**config.mk**
```make
export PLATFORM = sky130hd
export DESIGN_NAME = sig_conditioner
export DESIGN_NICKNAME = d
export VERILOG_FILES = /design/src/rtl/cond_pkg.sv /design/src/rtl/cond_cfg_reg.sv /design/src/rtl/cond_front.sv /design/src/rtl/cond_ext_filter.sv /design/src/rtl/sig_conditioner.sv
export SDC_FILE = /design/constraint.sdc
export NUM_CORES = 1
export LEC_CHECK = 0
export ABC_AREA = 1
export BUFFER_PORTS_ARGS = -buffer_cell sky130_fd_sc_hd__buf_2
export CORE_UTILIZATION = 40
export CTS_BUF_LIST = sky130_fd_sc_hd__clkbuf_4
export CTS_CLUSTER_SIZE = 14
export DETAILED_ROUTE_END_ITERATION = 16
export GPL_ROUTABILITY_DRIVEN = 0
export GPL_TIMING_DRIVEN = 1
export PLACE_DENSITY = 0.6
export SLEW_MARGIN = 20
export SYNTH_ARGS = -nofsm -noshare
export SYNTH_HDL_FRONTEND = slang
export SYNTH_SLANG_ARGS = --single-unit
export TNS_END_PERCENT = 100
```
**constraint.sdc**
```tcl
create_clock -name clk -period 2.6 [get_ports clk]
set_input_delay 0.13 -clock clk [delete_from_list [all_inputs] [get_ports clk]]
set_output_delay 0.13 -clock clk [all_outputs]
set_load 0.01 [all_outputs]
```
**src/rtl/cond_pkg.sv**
```systemverilog
package cond_pkg;

    localparam int CFG_W = 32;
    localparam int CNT_W = 16;

    typedef struct packed {
        logic [CNT_W-1:0] count;      // [31:16]
        logic             rsv_hi;     // [15]
        logic [2:0]       ftype;      // [14:12]
        logic [2:0]       rsv_lo;     // [11:9]
        logic             ext_en;     // [8]
        logic             deep_sync;  // [7]
        logic             rise_en;    // [6]
        logic             fall_en;    // [5]
        logic             edge_en;    // [4]
        logic             invert;     // [3]
        logic [1:0]       force_sel;  // [2:1]
        logic             bypass;     // [0]
    } cond_cfg_t;

    localparam logic [CFG_W-1:0] CFG_RESET = 32'h0000_0004;
    localparam logic [CFG_W-1:0] CFG_WMASK = 32'hFFFF_71FF;

    localparam logic [2:0] FT_GLITCH  = 3'd0;
    localparam logic [2:0] FT_STRETCH = 3'd1;

    typedef enum logic [1:0] {
        FORCE_LOW   = 2'd0,
        FORCE_HIGH  = 2'd1,
        FORCE_NONE  = 2'd2,
        FORCE_NONE2 = 2'd3
    } force_e;

    function automatic logic [CNT_W-1:0] eff_limit(input logic [CNT_W-1:0] n);
        return (n == '0) ? CNT_W'(1) : n;
    endfunction

endpackage

```
**src/rtl/cond_cfg_reg.sv**
```systemverilog
module cond_cfg_reg
    import cond_pkg::*;
(
    input  logic             clk,
    input  logic             rst,
    input  logic             wr_en,
    input  logic [CFG_W-1:0] wr_data,
    output cond_cfg_t        cfg_o
);

    always_ff @(posedge clk) begin
        if (rst)
            cfg_o <= cond_cfg_t'(CFG_RESET);
        else if (wr_en)
            cfg_o <= cond_cfg_t'(wr_data & CFG_WMASK);
    end

    // written value lands on the next clock, masked
    a_r2_write_capture: assert property (@(posedge clk) disable iff (rst)
        wr_en |=> (CFG_W'(cfg_o) == ($past(wr_data) & CFG_WMASK)));

    // no write, no change
    a_r2_hold: assert property (@(posedge clk) disable iff (rst)
        !wr_en |=> $stable(cfg_o));

endmodule

```
**src/rtl/cond_front.sv**
```systemverilog
module cond_front #(
    parameter int BASE_STAGES = 2,
    parameter int MAX_STAGES  = 3
) (
    input  logic clk,
    input  logic rst,
    input  logic din,
    input  logic bypass,
    input  logic deep,
    input  logic edge_en,
    input  logic rise_en,
    input  logic fall_en,
    output logic evt_o
);

    logic [MAX_STAGES-1:0] chain;
    logic                  tap;
    logic                  lvl;
    logic                  prev;
    logic                  rise;
    logic                  fall;

    always_ff @(posedge clk) begin
        if (rst) begin
            chain <= '0;
            prev  <= 1'b0;
        end else begin
            chain <= {chain[MAX_STAGES-2:0], din};
            prev  <= lvl;
        end
    end

    generate
        if (MAX_STAGES > BASE_STAGES) begin : g_deep_tap
            assign tap = deep ? chain[MAX_STAGES-1] : chain[BASE_STAGES-1];
        end else begin : g_fixed_tap
            assign tap = chain[MAX_STAGES-1];
        end
    endgenerate

    assign lvl  = bypass ? din : tap;
    assign rise = lvl & ~prev;
    assign fall = ~lvl & prev;

    always_comb begin
        if (!bypass && edge_en)
            evt_o = (rise & rise_en) | (fall & fall_en);
        else
            evt_o = lvl;
    end

    // with only rising edges enabled, a pulse never lasts two clocks
    a_r5_single_pulse: assert property (@(posedge clk) disable iff (rst)
        (!bypass && edge_en && rise_en && !fall_en && evt_o)
        |=> (!evt_o || !$stable({bypass, deep, edge_en, rise_en, fall_en})));

endmodule

```
**src/rtl/cond_ext_filter.sv**
```systemverilog
module cond_ext_filter
    import cond_pkg::*;
(
    input  logic             clk,
    input  logic             rst,
    input  logic             clr,
    input  logic             x,
    input  logic             ext_en,
    input  logic [2:0]       ftype,
    input  logic [CNT_W-1:0] count,
    output logic             y
);

    logic [CNT_W-1:0] lim;
    logic [CNT_W-1:0] cnt;
    logic             fq;
    logic             glitch_mode;
    logic             stretch_mode;

    assign lim          = eff_limit(count);
    assign glitch_mode  = ext_en && (ftype == FT_GLITCH);
    assign stretch_mode = ext_en && (ftype == FT_STRETCH);

    always_ff @(posedge clk) begin
        if (rst) begin
            fq  <= 1'b0;
            cnt <= '0;
        end else if (clr) begin
            fq  <= x;
            cnt <= '0;
        end else if (glitch_mode) begin
            if (x == fq) begin
                cnt <= '0;
            end else if (cnt >= lim - 1'b1) begin
                fq  <= x;
                cnt <= '0;
            end else begin
                cnt <= cnt + 1'b1;
            end
        end else if (stretch_mode) begin
            if (x)
                cnt <= lim - 1'b1;
            else if (cnt != '0)
                cnt <= cnt - 1'b1;
        end else begin
            fq  <= x;
            cnt <= '0;
        end
    end

    always_comb begin
        if (glitch_mode)
            y = fq;
        else if (stretch_mode)
            y = x | (cnt != '0);
        else
            y = x;
    end

    // a change shorter than the limit leaves the level alone
    a_r6_hold: assert property (@(posedge clk) disable iff (rst)
        (!clr && glitch_mode && (x != fq) && (cnt < lim - 1'b1)) |=> $stable(fq));

    // once the count is complete the level follows the input
    a_r6_settle: assert property (@(posedge clk) disable iff (rst)
        (!clr && glitch_mode && (x != fq) && (cnt >= lim - 1'b1)) |=> (fq == $past(x)));

    // a high input keeps the stretched output high on the next clock
    a_r7_stretch: assert property (@(posedge clk) disable iff (rst)
        (!clr && stretch_mode && x && (lim >= CNT_W'(2))) |=> y);

endmodule

```
**src/rtl/sig_conditioner.sv**
```systemverilog
module sig_conditioner
    import cond_pkg::*;
#(
    parameter int BASE_STAGES = 2,
    parameter int MAX_STAGES  = 3
) (
    input  logic             clk,
    input  logic             rst,
    input  logic             din,
    input  logic             cfg_wr_en,
    input  logic [CFG_W-1:0] cfg_wr_data,
    output logic [CFG_W-1:0] cfg_rd_data,
    output logic             dout
);

    cond_cfg_t cfg_q;
    logic      evt;
    logic      filt;
    logic      forced;

    cond_cfg_reg u_cfg (
        .clk     (clk),
        .rst     (rst),
        .wr_en   (cfg_wr_en),
        .wr_data (cfg_wr_data),
        .cfg_o   (cfg_q)
    );

    cond_front #(
        .BASE_STAGES (BASE_STAGES),
        .MAX_STAGES  (MAX_STAGES)
    ) u_front (
        .clk     (clk),
        .rst     (rst),
        .din     (din),
        .bypass  (cfg_q.bypass),
        .deep    (cfg_q.deep_sync),
        .edge_en (cfg_q.edge_en),
        .rise_en (cfg_q.rise_en),
        .fall_en (cfg_q.fall_en),
        .evt_o   (evt)
    );

    cond_ext_filter u_filt (
        .clk    (clk),
        .rst    (rst),
        .clr    (cfg_wr_en),
        .x      (evt),
        .ext_en (cfg_q.ext_en),
        .ftype  (cfg_q.ftype),
        .count  (cfg_q.count),
        .y      (filt)
    );

    always_comb begin
        case (force_e'(cfg_q.force_sel))
            FORCE_LOW:  forced = 1'b0;
            FORCE_HIGH: forced = 1'b1;
            default:    forced = filt;
        endcase
    end

    assign dout        = forced ^ cfg_q.invert;
    assign cfg_rd_data = cfg_q;

    // forcing overrides every upstream stage
    a_r9_force_low: assert property (@(posedge clk) disable iff (rst)
        (cfg_rd_data[2:1] == 2'd0 && !cfg_rd_data[3]) |-> !dout);
    a_r9_force_high: assert property (@(posedge clk) disable iff (rst)
        (cfg_rd_data[2:1] == 2'd1 && !cfg_rd_data[3]) |-> dout);

    // inversion sits after forcing
    a_r10_invert_forced: assert property (@(posedge clk) disable iff (rst)
        (cfg_rd_data[2:1] == 2'd1 && cfg_rd_data[3]) |-> !dout);

    // raw path with nothing else enabled
    a_r3_bypass: assert property (@(posedge clk) disable iff (rst)
        (cfg_rd_data[0] && !cfg_rd_data[8] && cfg_rd_data[2] && !cfg_rd_data[3])
        |-> (dout == din));

endmodule

```
==> impl_metrics.toml, run 1 <==
[routing]
drt_iter0_drc = 194
first_pass_iters = 6
drt-vias-per-instance = 4.96
wl_per_cell_um = 13.8
wirelength_mm = 12.1
vias = 4363
drc = 0
ant_nets = 0

[clock_tree]
htree_levels = 2
clock_path_buffers = 2
tritoncts = "done"
root_buffer = "clkbuf_4"
insertion_delay_ps = 400
cts_sinks = 49
numCtsBuffers = 5
clk_pin_slew_worst_paths_ps = 190

[floorplanning]
die_h_um = 101
dieArea_sq_um = 10100
coreArea_sq_um = 9330
pin_count = 69
start_util_pct = 41.7
row_count = 35
die_w_um = 101

[sta]
hold_ws_ps = 12.0
rsz0062_at_grt = "yes"
setup_viol = 17
hold_viol = 0
max_freq_mhz = 363
report.final.slew_viol_count = 0
post-route-period-util_pct = 106
finalCriticalPeriod_ps = 2760
slew-limit-headroom_pct = 57.1
setup_ws_ps = -159
skew_ps = 23.5
worstMarginPinSlew_ps = 643

[synth]
synthXorXnorAreaFrac_pct = 4.95
yosysTopAreaCell = "dfxtp_1"
synth_area_leaders = "dfxtp_1 25%, nand2_1 13%, nor2_1 11%"
synth_top_family_by_area = "simple AND/OR/NAND/NOR gates"
synth_simple_gate_area_share_pct = 39.6
synth-compound-area-share_pct = 11.7
postSynthCellCount = 617
synth_edf_count = 0
yosysSeqAreaShare_pct = 25.2
yosysWarnings = 0
yosys_most_used_dff = "dfxtp_1"
synth_fa_ha_area_share_pct = 6.43
synth_top_area_share_pct = 25.2
ys_seq_elements = 49
ys_types = 37
synth-async-reset-ratio_pct = 0
synth.avg_cell_area_sq_um = 6.30
syn_area_sq_um = 3890
synth_mux_area_share_pct = 0

[layout]
nets = 805
drive_above_1_share_pct = 34.3
layout_common_cells = "123 x nand2_1, 96 x nor2_1, 69 x buf_4"
seq_area_sq_um = 1010
mostFrequentLayoutCell = "nand2_1"
fin_cells = 879
design_area_sq_um = 5380
fillers = 876
postLayoutCoreUtil_pct = 57.7
multi_input_area_sq_um = 2790
n_antenna_cell = 0
area_growth_pct = 38.4

[global_routing]
globalRouteMet1Util_pct = 31.7
grt-ovfl-total = 0
antenna_found_initial = 0
gr-usage-all-layers_pct = 24.6
grtUsageMet2_pct = 42.4
grt_pass1_vias = 4304
grt_max_degree = 32
busiest_layer = "met2"
grt_pass1_wl_mm = 19.8
met3_usage_pct = 2.84

[worst_setup_path]
required_ps = 2940
worst_path_max_delay_cell = "dfxtp_2"
worstSetupStartpointType = "register"
worst-setup-path-type = "reg -> reg"
end_kind = "register"
critPathMaxFanout = 6
critPathArrivalTime_ps = 3100
crit_path_frequent_cell = "nand2_2"
cp_cell_sequence = "nor2_4 > nand2_2 > nor2_4 > nand2_2 > nand2_2 > inv_2 > ha_4 > nand2_8 > nor2_4 > nand2_2 > xor2_2 > ha_1 > nand2_1 > inv_2 > nand2_2 > a21oi_2 > nor2_2 > nand3_2 > nor2_4 > buf_12 > nand2_1 > nand2_1 > nand2_1 > nor2_1"
critPathMaxStageDelay_ps = 380

[pwr]
p_clk_share_pct = 21.2
p_sw_mw = 0.759
p_leak_nw = 2.69
seqPwrFrac_pct = 41.1
power.density_nw_per_um2 = 374
p_int_mw = 1.26
peakVddDrop_v = 0.000213
pwr-share-comb_pct = 37.7
sw_frac_of_total_pct = 37.7

[placed_design]
place_hpwl_mm = 8.75
dp.cells = 828
place_ws_ps = -203
placed_cell_area_sq_um = 4640
place.port_buffers = 60

[outcome]
violations = "setup timing"
status = "finished, violations left"

[run]
cap_violations = 0

[min_path]
hold_path_class = "in -> reg"
-- cells by family after synthesis --
group | Yosys count
compound gates | 83
flops | 49
simple gates | 342
buf+inv | 100
other cells | 1
fa+ha+maj | 20
xor+xnor | 22
-- metrics by stage --
| step | total power [mW] | TNS, ps |
|---|---|---|
| floorplan | 1.22 | -334 |
| global placement | 1.43 | -829 |
| finish | 2.02 | -1780 |
| CTS | 1.97 | -1370 |
| global route | 2.14 | -4720 |
| detailed placement | 1.44 | -2470 |
-- final timing paths --
check	startpoint	end	slack (ps)	cells after the start
hold / removal	cfg_wr_data[27]	u_cfg.cfg_o[27]	10	3
setup reg to reg	u_cfg.cfg_o[27]	u_filt.cnt[12]	-160	24
hold reg to reg	u_front.chain[0]	u_front.chain[1]	430	2
setup / recovery	u_cfg.cfg_o[27]	u_filt.cnt[12]	-160	24
-- power by group through the flow --
stage / clock, mW / sequential [mW] / combinational [mW]
4_1_cts: 0.438 / 0.825 / 0.709
3_5_place_dp: 0 / 0.840 / 0.605
5_1_grt: 0.462 / 0.835 / 0.842
6_report: 0.427 / 0.829 / 0.760
2_1_floorplan: 0 / 0.853 / 0.372
3_3_place_gp: 0 / 0.839 / 0.596
-- cell type report --
| type | count | share of cell area [%] |
|---|---|---|
| Tap cell | 129 | 3.00 |
| Multi-Input combinational cell | 471 | 51.8 |
| Inverter | 68 | 4.83 |
| Clock inverter | 3 | 0.535 |
| Timing Repair Buffer | 154 | 20.3 |
| Sequential cell | 49 | 18.8 |
| Clock buffer | 5 | 0.697 |
-- synth_stat cells (6+ instances only) --
master	n
a21oi_1	30
nand2_1	137
nand4_1	10
nand2_2	6
inv_1	63
buf_4	13
o21ai_0	41
xor2_1	20
dfxtp_1	49
ha_1	20
nor2_1	113
a21oi_2	6
nand3_1	41
nor3_1	7
nor2_2	6
clkbuf_1	8
-- flip-flops by register name, summed over array words and instances (netlist names) --
register,count
u_filt.fq,1
u_front.prev,1
u_filt.cnt,16
u_front.chain,3
u_cfg.cfg_o,28
-- repair_timing --
item | CTS | global route
hold buffers | 20 | 0
setup buffers | 21 | 3
gates cloned | 1 | 0
pin swaps | 9 | 30
setup endpoints to repair | 17 | 17
hold endpoints to repair | 21 | 0
resized for setup | 35 | 37
-- critical path, delay by kind of cell (launching register included) --
family                     cells  cell delay, ps
and+or+nand+nor               17            1450
adders and majority gates      2             420
DFF                            1             380
buffers and inverters          3             240
xor gates and xnor gates       1             140
AOI/OAI and AO/OA              1              70
-- routing by layer --
layer	part of all wire (%)	vias up
met3	4.5	23
met2	48	143
met1	45	1987
met5	0	-
met4	2.4	0
li1	-	2210
No activity file was read; power rests on OpenSTA's default activity.
==> run 2: changes to the inputs <==
Settings changed: HOLD_SLACK_MARGIN from default to 0.1.
Clock period 2.6 ns to 2.4 ns, I/O delays scaled along.
==> run 2 against run 1 <==
- the run still ends with setup timing left
- sequential share of layout area fell by 0.58 points
- non-clock buffer count rose by 21
- critical path type unchanged
- largest cell class unchanged
- largest power group unchanged
- sequential cell count unchanged
- combinational power rose by 9.9%
- die area unchanged
- cell count grew 2.4%
- wire length up 0.52%
==> impl_metrics.toml, run 2 (same netlist as run 1, synthesis figures left out) <==
[outcome]
status = "finished, violations left"
violations = "setup timing"

[layout]
nets = 826
design_area_sq_um = 5560
drive_above_1_share_pct = 34.4
n_antenna_cell = 0
seq_area_sq_um = 1010
layout_common_cells = "122 x nand2_1, 96 x nor2_1, 78 x buf_4"
fin_cells = 900
reg_top3 = "u_cfg.cfg_o (28), u_filt.cnt (16), u_front.chain (3)"
mostFrequentLayoutCell = "nand2_1"
largest_register_ffs = 28
multi_input_area_sq_um = 2750
top_register = "u_cfg.cfg_o"
area_growth_pct = 42.8
fillers = 874

[floorplanning]
pin_count = 69
coreArea_sq_um = 9330
row_count = 35
die_w_um = 101
start_util_pct = 41.7
die_h_um = 101
dieArea_sq_um = 10100

[pwr]
p_leak_nw = 2.80
power.density_nw_per_um2 = 406
pwr-share-comb_pct = 37.1
report.power.total_mw = 2.25
sw_frac_of_total_pct = 34.6
p_int_mw = 1.47
seqPwrFrac_pct = 39.9
p_clk_share_pct = 23.1
p_sw_mw = 0.779
peakVddDrop_v = 0.000269

[routing]
wl_per_cell_um = 13.5
vias = 4425
drt-vias-per-instance = 4.92
first_pass_iters = 4
ant_nets = 0
drc = 0
wirelength_mm = 12.2
drt_iter0_drc = 203

[global_routing]
grt-ovfl-total = 0
grt_max_degree = 32
grt_pass1_wl_mm = 19.5
gr-usage-all-layers_pct = 24.1
antenna_found_initial = 0
grt_pass1_vias = 4197

[placed_design]
place_hpwl_mm = 8.84
place.port_buffers = 60
placed_cell_area_sq_um = 4800
dp.cells = 848

[sta]
hold_viol = 0
rsz0062_at_grt = "yes"
setup_viol = 17
finalCriticalPeriod_ps = 2850
skew_ps = 15.1
report.final.slew_viol_count = 0
setup_ws_ps = -450
slew-limit-headroom_pct = 56.3
worstMarginPinSlew_ps = 655
post-route-period-util_pct = 119
max_freq_mhz = 351

[clock_tree]
cts_sinks = 49
tritoncts = "done"
root_buffer = "clkbuf_4"
clk_pin_slew_worst_paths_ps = 160
insertion_delay_ps = 370
clock_path_buffers = 2
numCtsBuffers = 5
htree_levels = 2

[worst_setup_path]
critPathArrivalTime_ps = 3140
required_ps = 2690
worstSetupStartpointType = "register"
critPathMaxFanout = 6
worst-setup-path-type = "reg -> reg"
ff2ff_setup_slack_ps = -450
end_kind = "register"

[min_path]
hold_path_class = "in -> reg"

[run]
cap_violations = 0
==> run 2: per-layer routing <==
metal	track usage, %	share of wire, %
met1	31.8	45
met2	41.3	48
met3	2.84	5.0
met4	7.25	2.2
met5	0	0
==> run 2: stage by stage <==
| step | hold slack [ps] | worst slack [ps] | setup TNS, ps | utilization [%] |
|---|---|---|---|---|
| 5_1_grt | 170 | -606 | -8820 | 59.6 |
| 4_1_cts | 161 | -363 | -4940 | 56.8 |
| 3_5_place_dp | 350 | -388 | -5470 | 51.5 |
| 3_3_place_gp | 343 | -327 | -4530 | 51.5 |
| 2_1_floorplan | 191 | -252 | -3120 | - |
| 6_report | 195 | -450 | -6210 | 59.6 |
==> run 2: area by class of cell <==
| type | count | area share (%) |
|---|---|---|
| clock buffer | 5 | 0.676 |
| clock inverter | 3 | 0.811 |
| inverter | 68 | 4.59 |
| multi-input combinational | 471 | 49.5 |
| sequential | 49 | 18.2 |
| tap | 129 | 2.91 |
| timing repair buffer | 175 | 23.3 |
==> run 2: worst max-delay path, cell delays in order (launching register included) <==
cell and delay, ps:
dfxtp_4 390, nor2_4 110, nand2_2 90, nor2_4 130, nand2_2 80, nand2_2 70, inv_2 50, ha_4 170
nand2_8 90, nor2_4 40, buf_4 130, xor2_2 150, ha_2 310, nand3_1 100, nor2_2 130, nand3_1 100
nand3_2 140, nor2_4 80, buf_12 140, buf_4 140, a21oi_2 100, nor2_1 40
==> run 2: path summary, 6_finish.rpt <==
kind               startpoint               end  cells after the start
max           u_cfg.cfg_o[23]     u_filt.cnt[1]                     21
min                 cfg_wr_en    u_cfg.cfg_o[2]                      2
max reg2reg   u_cfg.cfg_o[23]     u_filt.cnt[1]                     21
min reg2reg  u_front.chain[0]  u_front.chain[1]                      2
==> run 2: power by group through the flow <==
stage	Clock, mW	Combinational [mW]	Sequential [mW]
after floorplan	0	0.405	0.924
after global placement	0	0.686	0.908
after detailed placement	0	0.698	0.910
after CTS	0.532	0.767	0.893
after global routing	0.562	0.918	0.905
final	0.520	0.835	0.898
==> run 2: timing repair <==
action,in CTS,in global routing
hold endpoints to repair,32,0
buffers inserted,8,4
hold buffers,32,0
cloned,0,1
setup endpoints to repair,17,18
pin swaps,4,33
gates resized for setup,12,50
